[src/rtl/tpc_pkg.sv]
package tpc_pkg;
  localparam longint PI_NUM = 355;
  localparam longint PI_DEN = 113;

  typedef enum logic {POL_NORMAL = 1'b0, POL_INVERT = 1'b1} pol_e;

  // Normalised angular step omega*T, scaled by 2^frac.
  function automatic longint wt_scaled(longint fs, longint fc, int frac);
    return (2 * PI_NUM * fc * (longint'(1) << frac)) / (PI_DEN * fs);
  endfunction

  // Bilinear low-pass input coefficient wT/(2+wT), scaled by 2^frac.
  function automatic longint lp_coef_a(longint fs, longint fc, int frac);
    longint wt;
    wt = wt_scaled(fs, fc, frac);
    return (wt << frac) / ((longint'(2) << frac) + wt);
  endfunction
endpackage

[src/rtl/tpc_prop_lp.sv]
module tpc_prop_lp
  import tpc_pkg::*;
#(
  parameter int     W       = 16,
  parameter int     KPW     = 8,
  parameter int     KP_FRAC = 6,
  parameter int     CF      = 15,
  parameter longint FS      = 100000,
  parameter longint FC      = 1600,
  parameter int     PW      = W + KPW + 2 - KP_FRAC
) (
  input  logic                 clk,
  input  logic                 rst_n,
  input  logic                 adv,
  input  logic                 clr,
  input  logic signed [W-1:0]  meas,
  input  logic signed [W-1:0]  setpoint,
  input  logic [KPW-1:0]       kp,
  input  logic                 pol_inv,
  output logic signed [PW-1:0] y,
  output logic signed [PW-1:0] y_prev
);
  localparam longint A_L = lp_coef_a(FS, FC, CF);
  localparam longint B_L = (longint'(1) << CF) - 2 * A_L;
  localparam int     AW  = PW + CF + 4;
  localparam int     MW  = W + KPW + 2;
  localparam logic signed [AW-1:0] COEF_A = AW'(A_L);
  localparam logic signed [AW-1:0] COEF_B = AW'(B_L);
  localparam logic signed [AW-1:0] PMAX   = AW'((longint'(1) << (PW - 1)) - 1);
  localparam logic signed [AW-1:0] PMIN   = -AW'(longint'(1) << (PW - 1));

  pol_e                 pol;
  logic signed [W:0]    err, err_pol;
  logic signed [MW-1:0] prod;
  logic signed [PW-1:0] p, p_prev;
  logic signed [PW:0]   psum;
  logic signed [AW-1:0] acc, acc_sh;

  assign pol = pol_e'(pol_inv);

  always_comb begin
    err     = (W+1)'(meas) - (W+1)'(setpoint);
    err_pol = (pol == POL_INVERT) ? -err : err;
    prod    = MW'(err_pol) * MW'($signed({1'b0, kp}));
    p       = PW'(prod >>> KP_FRAC);
    psum    = (PW+1)'(p) + (PW+1)'(p_prev);
    acc     = AW'(psum) * COEF_A + AW'(y_prev) * COEF_B;
    acc_sh  = acc >>> CF;
    if (acc_sh > PMAX)      y = PW'(PMAX);
    else if (acc_sh < PMIN) y = PW'(PMIN);
    else                    y = PW'(acc_sh);
  end

  always_ff @(posedge clk or negedge rst_n) begin
    if (!rst_n) begin
      p_prev <= '0;
      y_prev <= '0;
    end else if (clr) begin
      p_prev <= '0;
      y_prev <= '0;
    end else if (adv) begin
      p_prev <= p;
      y_prev <= y;
    end
  end
endmodule

[src/rtl/tpc_integ.sv]
module tpc_integ #(
  parameter int W      = 16,
  parameter int PW     = 20,
  parameter int TCW    = 4,
  parameter int TC_MAX = 10
) (
  input  logic                 clk,
  input  logic                 rst_n,
  input  logic                 adv,
  input  logic                 clr,
  input  logic                 hold,
  input  logic signed [PW-1:0] y,
  input  logic signed [PW-1:0] y_prev,
  input  logic [TCW-1:0]       tc,
  output logic signed [W-1:0]  i_next,
  output logic signed [W-1:0]  i_q
);
  localparam int IW = PW + 2;
  localparam logic signed [IW-1:0] IMAX = IW'((longint'(1) << (W - 1)) - 1);
  localparam logic signed [IW-1:0] IMIN = -IW'(longint'(1) << (W - 1));

  logic [TCW-1:0]       tcc;
  logic [TCW:0]         shamt;
  logic signed [PW:0]   ysum, inc;
  logic signed [IW-1:0] isum;
  logic signed [W-1:0]  i_upd;

  always_comb begin
    tcc   = (tc > TCW'(TC_MAX)) ? TCW'(TC_MAX) : tc;
    shamt = {1'b0, tcc} + 1'b1;
    ysum  = (PW+1)'(y) + (PW+1)'(y_prev);
    inc   = ysum >>> shamt;
    isum  = IW'(i_q) + IW'(inc);
    if (isum > IMAX)      i_upd = W'(IMAX);
    else if (isum < IMIN) i_upd = W'(IMIN);
    else                  i_upd = W'(isum);
    if (clr)       i_next = '0;
    else if (hold) i_next = i_q;
    else           i_next = i_upd;
  end

  always_ff @(posedge clk or negedge rst_n) begin
    if (!rst_n)   i_q <= '0;
    else if (clr) i_q <= '0;
    else if (adv) i_q <= i_next;
  end
endmodule

[src/rtl/tpc_zmix.sv]
module tpc_zmix #(
  parameter int W     = 16,
  parameter int SF    = 12,
  parameter int ZGAIN = 10
) (
  input  logic signed [W-1:0] integ,
  input  logic signed [W-1:0] zoff,
  input  logic signed [W-1:0] kx,
  input  logic signed [W-1:0] ky,
  input  logic signed [W-1:0] sx,
  input  logic signed [W-1:0] sy,
  output logic signed [W-1:0] z
);
  localparam int SW  = 2 * W + 2;
  localparam int GW  = $clog2(ZGAIN + 1) + 1;
  localparam int SCW = SW + GW;
  localparam logic signed [SCW-1:0] GAIN_C = SCW'(ZGAIN);
  localparam logic signed [SCW-1:0] ZMAX   = SCW'((longint'(1) << (W - 1)) - 1);
  localparam logic signed [SCW-1:0] ZMIN   = -SCW'(longint'(1) << (W - 1));

  logic signed [SW-1:0]  slope_raw, slope, total;
  logic signed [SCW-1:0] scaled;

  always_comb begin
    slope_raw = SW'(kx) * SW'(sx) + SW'(ky) * SW'(sy);
    slope     = slope_raw >>> SF;
    total     = SW'(integ) + SW'(zoff) + slope;
    scaled    = SCW'(total) * GAIN_C;
    if (scaled > ZMAX)      z = W'(ZMAX);
    else if (scaled < ZMIN) z = W'(ZMIN);
    else                    z = W'(scaled);
  end
endmodule

[src/rtl/tip_pi_ctrl.sv]
module tip_pi_ctrl #(
  parameter int     W       = 16,
  parameter int     KPW     = 8,
  parameter int     KP_FRAC = 6,
  parameter int     CF      = 15,
  parameter longint FS      = 100000,
  parameter longint FC      = 1600,
  parameter int     TCW     = 4,
  parameter int     TC_MAX  = 10,
  parameter int     SF      = 12,
  parameter int     ZGAIN   = 10
) (
  input  logic                clk,
  input  logic                rst_n,
  input  logic                s_valid,
  output logic                s_ready,
  input  logic signed [W-1:0] s_meas,
  input  logic signed [W-1:0] setpoint,
  input  logic [KPW-1:0]      kp,
  input  logic [TCW-1:0]      tc_sel,
  input  logic                pol_inv,
  input  logic                loop_en,
  input  logic                hold,
  input  logic                int_clr,
  input  logic signed [W-1:0] z_offset,
  input  logic signed [W-1:0] slope_kx,
  input  logic signed [W-1:0] slope_ky,
  input  logic signed [W-1:0] scan_x,
  input  logic signed [W-1:0] scan_y,
  output logic                m_valid,
  input  logic                m_ready,
  output logic signed [W-1:0] m_z,
  output logic signed [W-1:0] m_integ
);
  localparam int PW = W + KPW + 2 - KP_FRAC;

  logic                 accept, loop_off_clr, integ_clr;
  logic signed [PW-1:0] lp_y, lp_y_prev;
  logic signed [W-1:0]  integ_next, integ_q, z_next;

  assign s_ready      = !m_valid || m_ready;
  assign accept       = s_valid && s_ready;
  assign loop_off_clr = accept && !loop_en;
  assign integ_clr    = int_clr || loop_off_clr;

  tpc_prop_lp #(
    .W(W), .KPW(KPW), .KP_FRAC(KP_FRAC), .CF(CF), .FS(FS), .FC(FC), .PW(PW)
  ) u_prop (
    .clk(clk), .rst_n(rst_n), .adv(accept), .clr(loop_off_clr),
    .meas(s_meas), .setpoint(setpoint), .kp(kp), .pol_inv(pol_inv),
    .y(lp_y), .y_prev(lp_y_prev)
  );

  tpc_integ #(.W(W), .PW(PW), .TCW(TCW), .TC_MAX(TC_MAX)) u_integ (
    .clk(clk), .rst_n(rst_n), .adv(accept), .clr(integ_clr), .hold(hold),
    .y(lp_y), .y_prev(lp_y_prev), .tc(tc_sel),
    .i_next(integ_next), .i_q(integ_q)
  );

  tpc_zmix #(.W(W), .SF(SF), .ZGAIN(ZGAIN)) u_zmix (
    .integ(integ_next), .zoff(z_offset), .kx(slope_kx), .ky(slope_ky),
    .sx(scan_x), .sy(scan_y), .z(z_next)
  );

  always_ff @(posedge clk or negedge rst_n) begin
    if (!rst_n) begin
      m_valid <= 1'b0;
      m_z     <= '0;
      m_integ <= '0;
    end else begin
      if (accept) begin
        m_valid <= 1'b1;
        m_z     <= z_next;
        m_integ <= integ_next;
      end else if (m_ready) begin
        m_valid <= 1'b0;
      end
    end
  end
endmodule

[config.mk]
export PLATFORM = sky130hd
export DESIGN_NAME = tip_pi_ctrl
export DESIGN_NICKNAME = d
export VERILOG_FILES = /design/src/rtl/tpc_pkg.sv /design/src/rtl/tpc_prop_lp.sv /design/src/rtl/tpc_integ.sv /design/src/rtl/tpc_zmix.sv /design/src/rtl/tip_pi_ctrl.sv
export SDC_FILE = /design/constraint.sdc
export NUM_CORES = 2
export LEC_CHECK = 0
export ABC_CLOCK_PERIOD_IN_PS = 53800
export BUFFER_PORTS_ARGS = -buffer_cell sky130_fd_sc_hd__buf_2
export CAP_MARGIN = 20
export CORE_ASPECT_RATIO = 1.25
export CORE_MARGIN = 2
export CORE_UTILIZATION = 65
export CTS_BUF_LIST = sky130_fd_sc_hd__clkbuf_8
export CTS_CLUSTER_DIAMETER = 100
export DETAILED_ROUTE_END_ITERATION = 6
export PLACE_DENSITY = 0.91
export SYNTH_ARGS = -nofsm -noshare
export SYNTH_HDL_FRONTEND = slang
export SYNTH_SLANG_ARGS = --single-unit
export TNS_END_PERCENT = 50
[constraint.sdc]
create_clock -name clk -period 53.8 [get_ports clk]
set_input_delay 10.76 -clock clk [delete_from_list [all_inputs] [get_ports clk]]
set_output_delay 10.76 -clock clk [all_outputs]
set_load 0.05 [all_outputs]
==> results.txt <==
Synth warnings = 0
max-slew violation count = 0
Mapped Cells = 4966
clk_skew = 16.2 ps
min cycle time layout = 38490 ps
latest clock arrival within the worst-skew pair = 420 ps
Netlist cell types = 88
Startpoint Class = input pin
Site Rows = 106
Die Height = 294 um
vias per cell = 6.06
clk slew on worst S/H paths = 110 ps
port bufs = 165
CP max-delay cell = o21ai_0
Critical Path RT = 54150 ps
hold-fix buffers at CTS = 0
grt total ovfl = 0
# DRC = 0
sequential element share of the synthesized area = 5.10%
crit path kind = in -> reg
total CTS buffers = 9
HP Class = reg -> reg
Synth async-reset ratio = 100%
largest net degree at the start of global routing = 68
vias in the first global route = 38500
EDFF count, synth = 0
ANT nets after route = 0
H-tree levels = 3
crit-path leading delay family = compound AO/OA/AOI/OAI gates
dominant cell by count in the synthesized netlist = inv_1
nets = 6506
initial core utilization = 65.5%
layout overhead on the synthesized area = 3.89%
final setup fails = 0
initial antenna violation count = 2
CTS tree = yes
Post-Syn Nets = 6456
clk sinks = 89
endpoints failing hold = 0
ranking of synthesized cells by area = fa_1 38%, ha_1 15%, inv_1 9.1%
endpoint class of the critical path = flop
DR vias = 35700
hold path start = m_z[15]$_DFFE_PN0P_
post-route setup TNS = 0 ps
Tightest Pin Transition = 1160 ps
status = finished, final reports clean
GRT Util Overall = 33.8%
Avg WL per Cell = 19.3 um
critical path arrival = 38840 ps
synth cell count leaders = 1054 x inv_1, 829 x fa_1, 529 x ha_1
RSZ-0062 raised after global routing = no
share of cells above drive strength 1 = 4.66%
Iteration-0 DRC Markers = 2762
period utilization = 71.5%
Synth top area share = 38.0%
CTS Root Cell = clkbuf_8
Mean Syn Cell Area = 8.80 um2
Post CTS Setup Buffer Count = 0
largest stage delay on the critical path = 920 ps
CP max FO = 30
most used flip-flop cell after synthesis = dfrtp_1
Die X = 236 um
number of synthesized register bits = 89
Pre-Repair DR Iteration Count = 6
maximum buffer depth of the clock tree = 2
first-pass GRT wire length = 188000 um
fill cell count = 4741
Max Cap Violations = 0
Mapped Area = 0.0437 mm2
I/O Pins = 166
GPL Wtd Cong = 0.969
highest clock rate = 26.0 MHz
CP bufs+invs = 9
cell mode on critical path = ha_1
WL final = 113000 um
Resized cells post-CTS = 0
area of the core = 0.0667 mm2
R2R Path Start = u_prop.p_prev[0]$_DFFE_PN0P_
worst setup path start = s_meas[0]
worst rel slew slack = 21.7%
die area = 0.0693 mm2
Synth area leader = fa_1
Detailed Place HPWL = 96900 um
## layer usage
metal	vias up	wire length [um]	GRT usage, %
li1	15800	-	-
met2	1763	57500	59.9
met4	2	8280	21.7
met5	-	11	0
met3	631	8120	5.06
met1	17400	39500	38.2
## cells by family (layout without fill, tap and decap cells)
logic type                 after synthesis  after routing  synth area share [%]
buffers and inverters                 1193           1248                  10.3
other                                    1              3               0.00858
xor gates and xnor gates               230            230                  4.61
muxes                                   24             24                 0.587
DFF                                     89             89                  5.10
and+or+nand+nor                       1340           1340                  14.9
AOI/OAI and AO/OA                      731            731                  11.3
adders and majority gates             1358           1358                  53.1
## flip-flops by register name (all words and copies together), names as in the netlist
signal,count
u_integ.i_q,16
m_valid,1
m_z,16
u_prop.p_prev,20
u_prop.y_prev,20
m_integ,16
## worst register-to-register path: cells and delay by family (launching register included)
family                   cells  cell delay [ps]
AO/OA/AOI/OAI               43            11910
buffers and inverters        5              600
adder cells (fa/ha/maj)     14             4920
XOR/XNOR                     2              520
AND/OR/NAND/NOR             20             3600
flip-flops                   1              360
## stage by stage
step / utilization (%) / cells / setup WS, ps / hold slack (ps) / area [um2]
finish: 68.0 / 5887 / 15310 / 479 / 45400
global route: 68.0 / 5886 / 13580 / 521 / 45400
CTS: 68.0 / 5885 / 15740 / 482 / 45400
detailed placement: 67.7 / 5869 / 15340 / 459 / 45200
global placement: 67.7 / 5869 / 16430 / 446 / 45200
floorplan: - / 4966 / 18530 / 479 / 43700
## layout make-up
class | count | area, um2 | area share [%]
multi-input cells | 3684 | 37000 | 81.5
inverters | 1055 | 3960 | 8.73
flip-flops and latches | 89 | 2230 | 4.91
well taps | 864 | 1080 | 2.38
repair buffers | 177 | 918 | 2.02
clock buffers | 9 | 124 | 0.273
clock inverters | 7 | 98.8 | 0.218
diodes | 2 | 5.00 | 0.0110
## placed cells by master, fill, tap and decap left out, drive strengths merged, types with 14 or more instances in the layout
master,count
o22ai,16
nor3,67
or3,17
nor2,196
nor2b,52
a31oi,30
a21o,63
ha,529
a21oi,162
o21a,45
o211ai,26
mux2i,20
fa,829
a211o,15
and2,242
o21ai,146
a221o,19
xnor2,155
a22o,30
xor2,75
or2,18
nand2,516
o21bai,14
nand2b,92
inv,1057
nand3,61
buf,177
and3,25
dfrtp,89
a211oi,47
## final timing paths
kind | depth (start not counted) | slack [ps] | end
max | 108 | 15310 | m_z[6]$_DFFE_PN0P_
min | 2 | 480 | m_z[15]$_DFFE_PN0P_
max reg2reg | 84 | 31860 | m_z[6]$_DFFE_PN0P_
min reg2reg | 2 | 480 | m_z[15]$_DFFE_PN0P_
max in group asynchronous | 2 | 42340 | u_integ.i_q[0]$_DFFE_PN0P_
min in group asynchronous | 1 | 10300 | m_z[15]$_DFFE_PN0P_
Power is left out: the tool's default activity adds up to more than one toggle a clock period on the data nets, which glitch-free logic cannot reach.
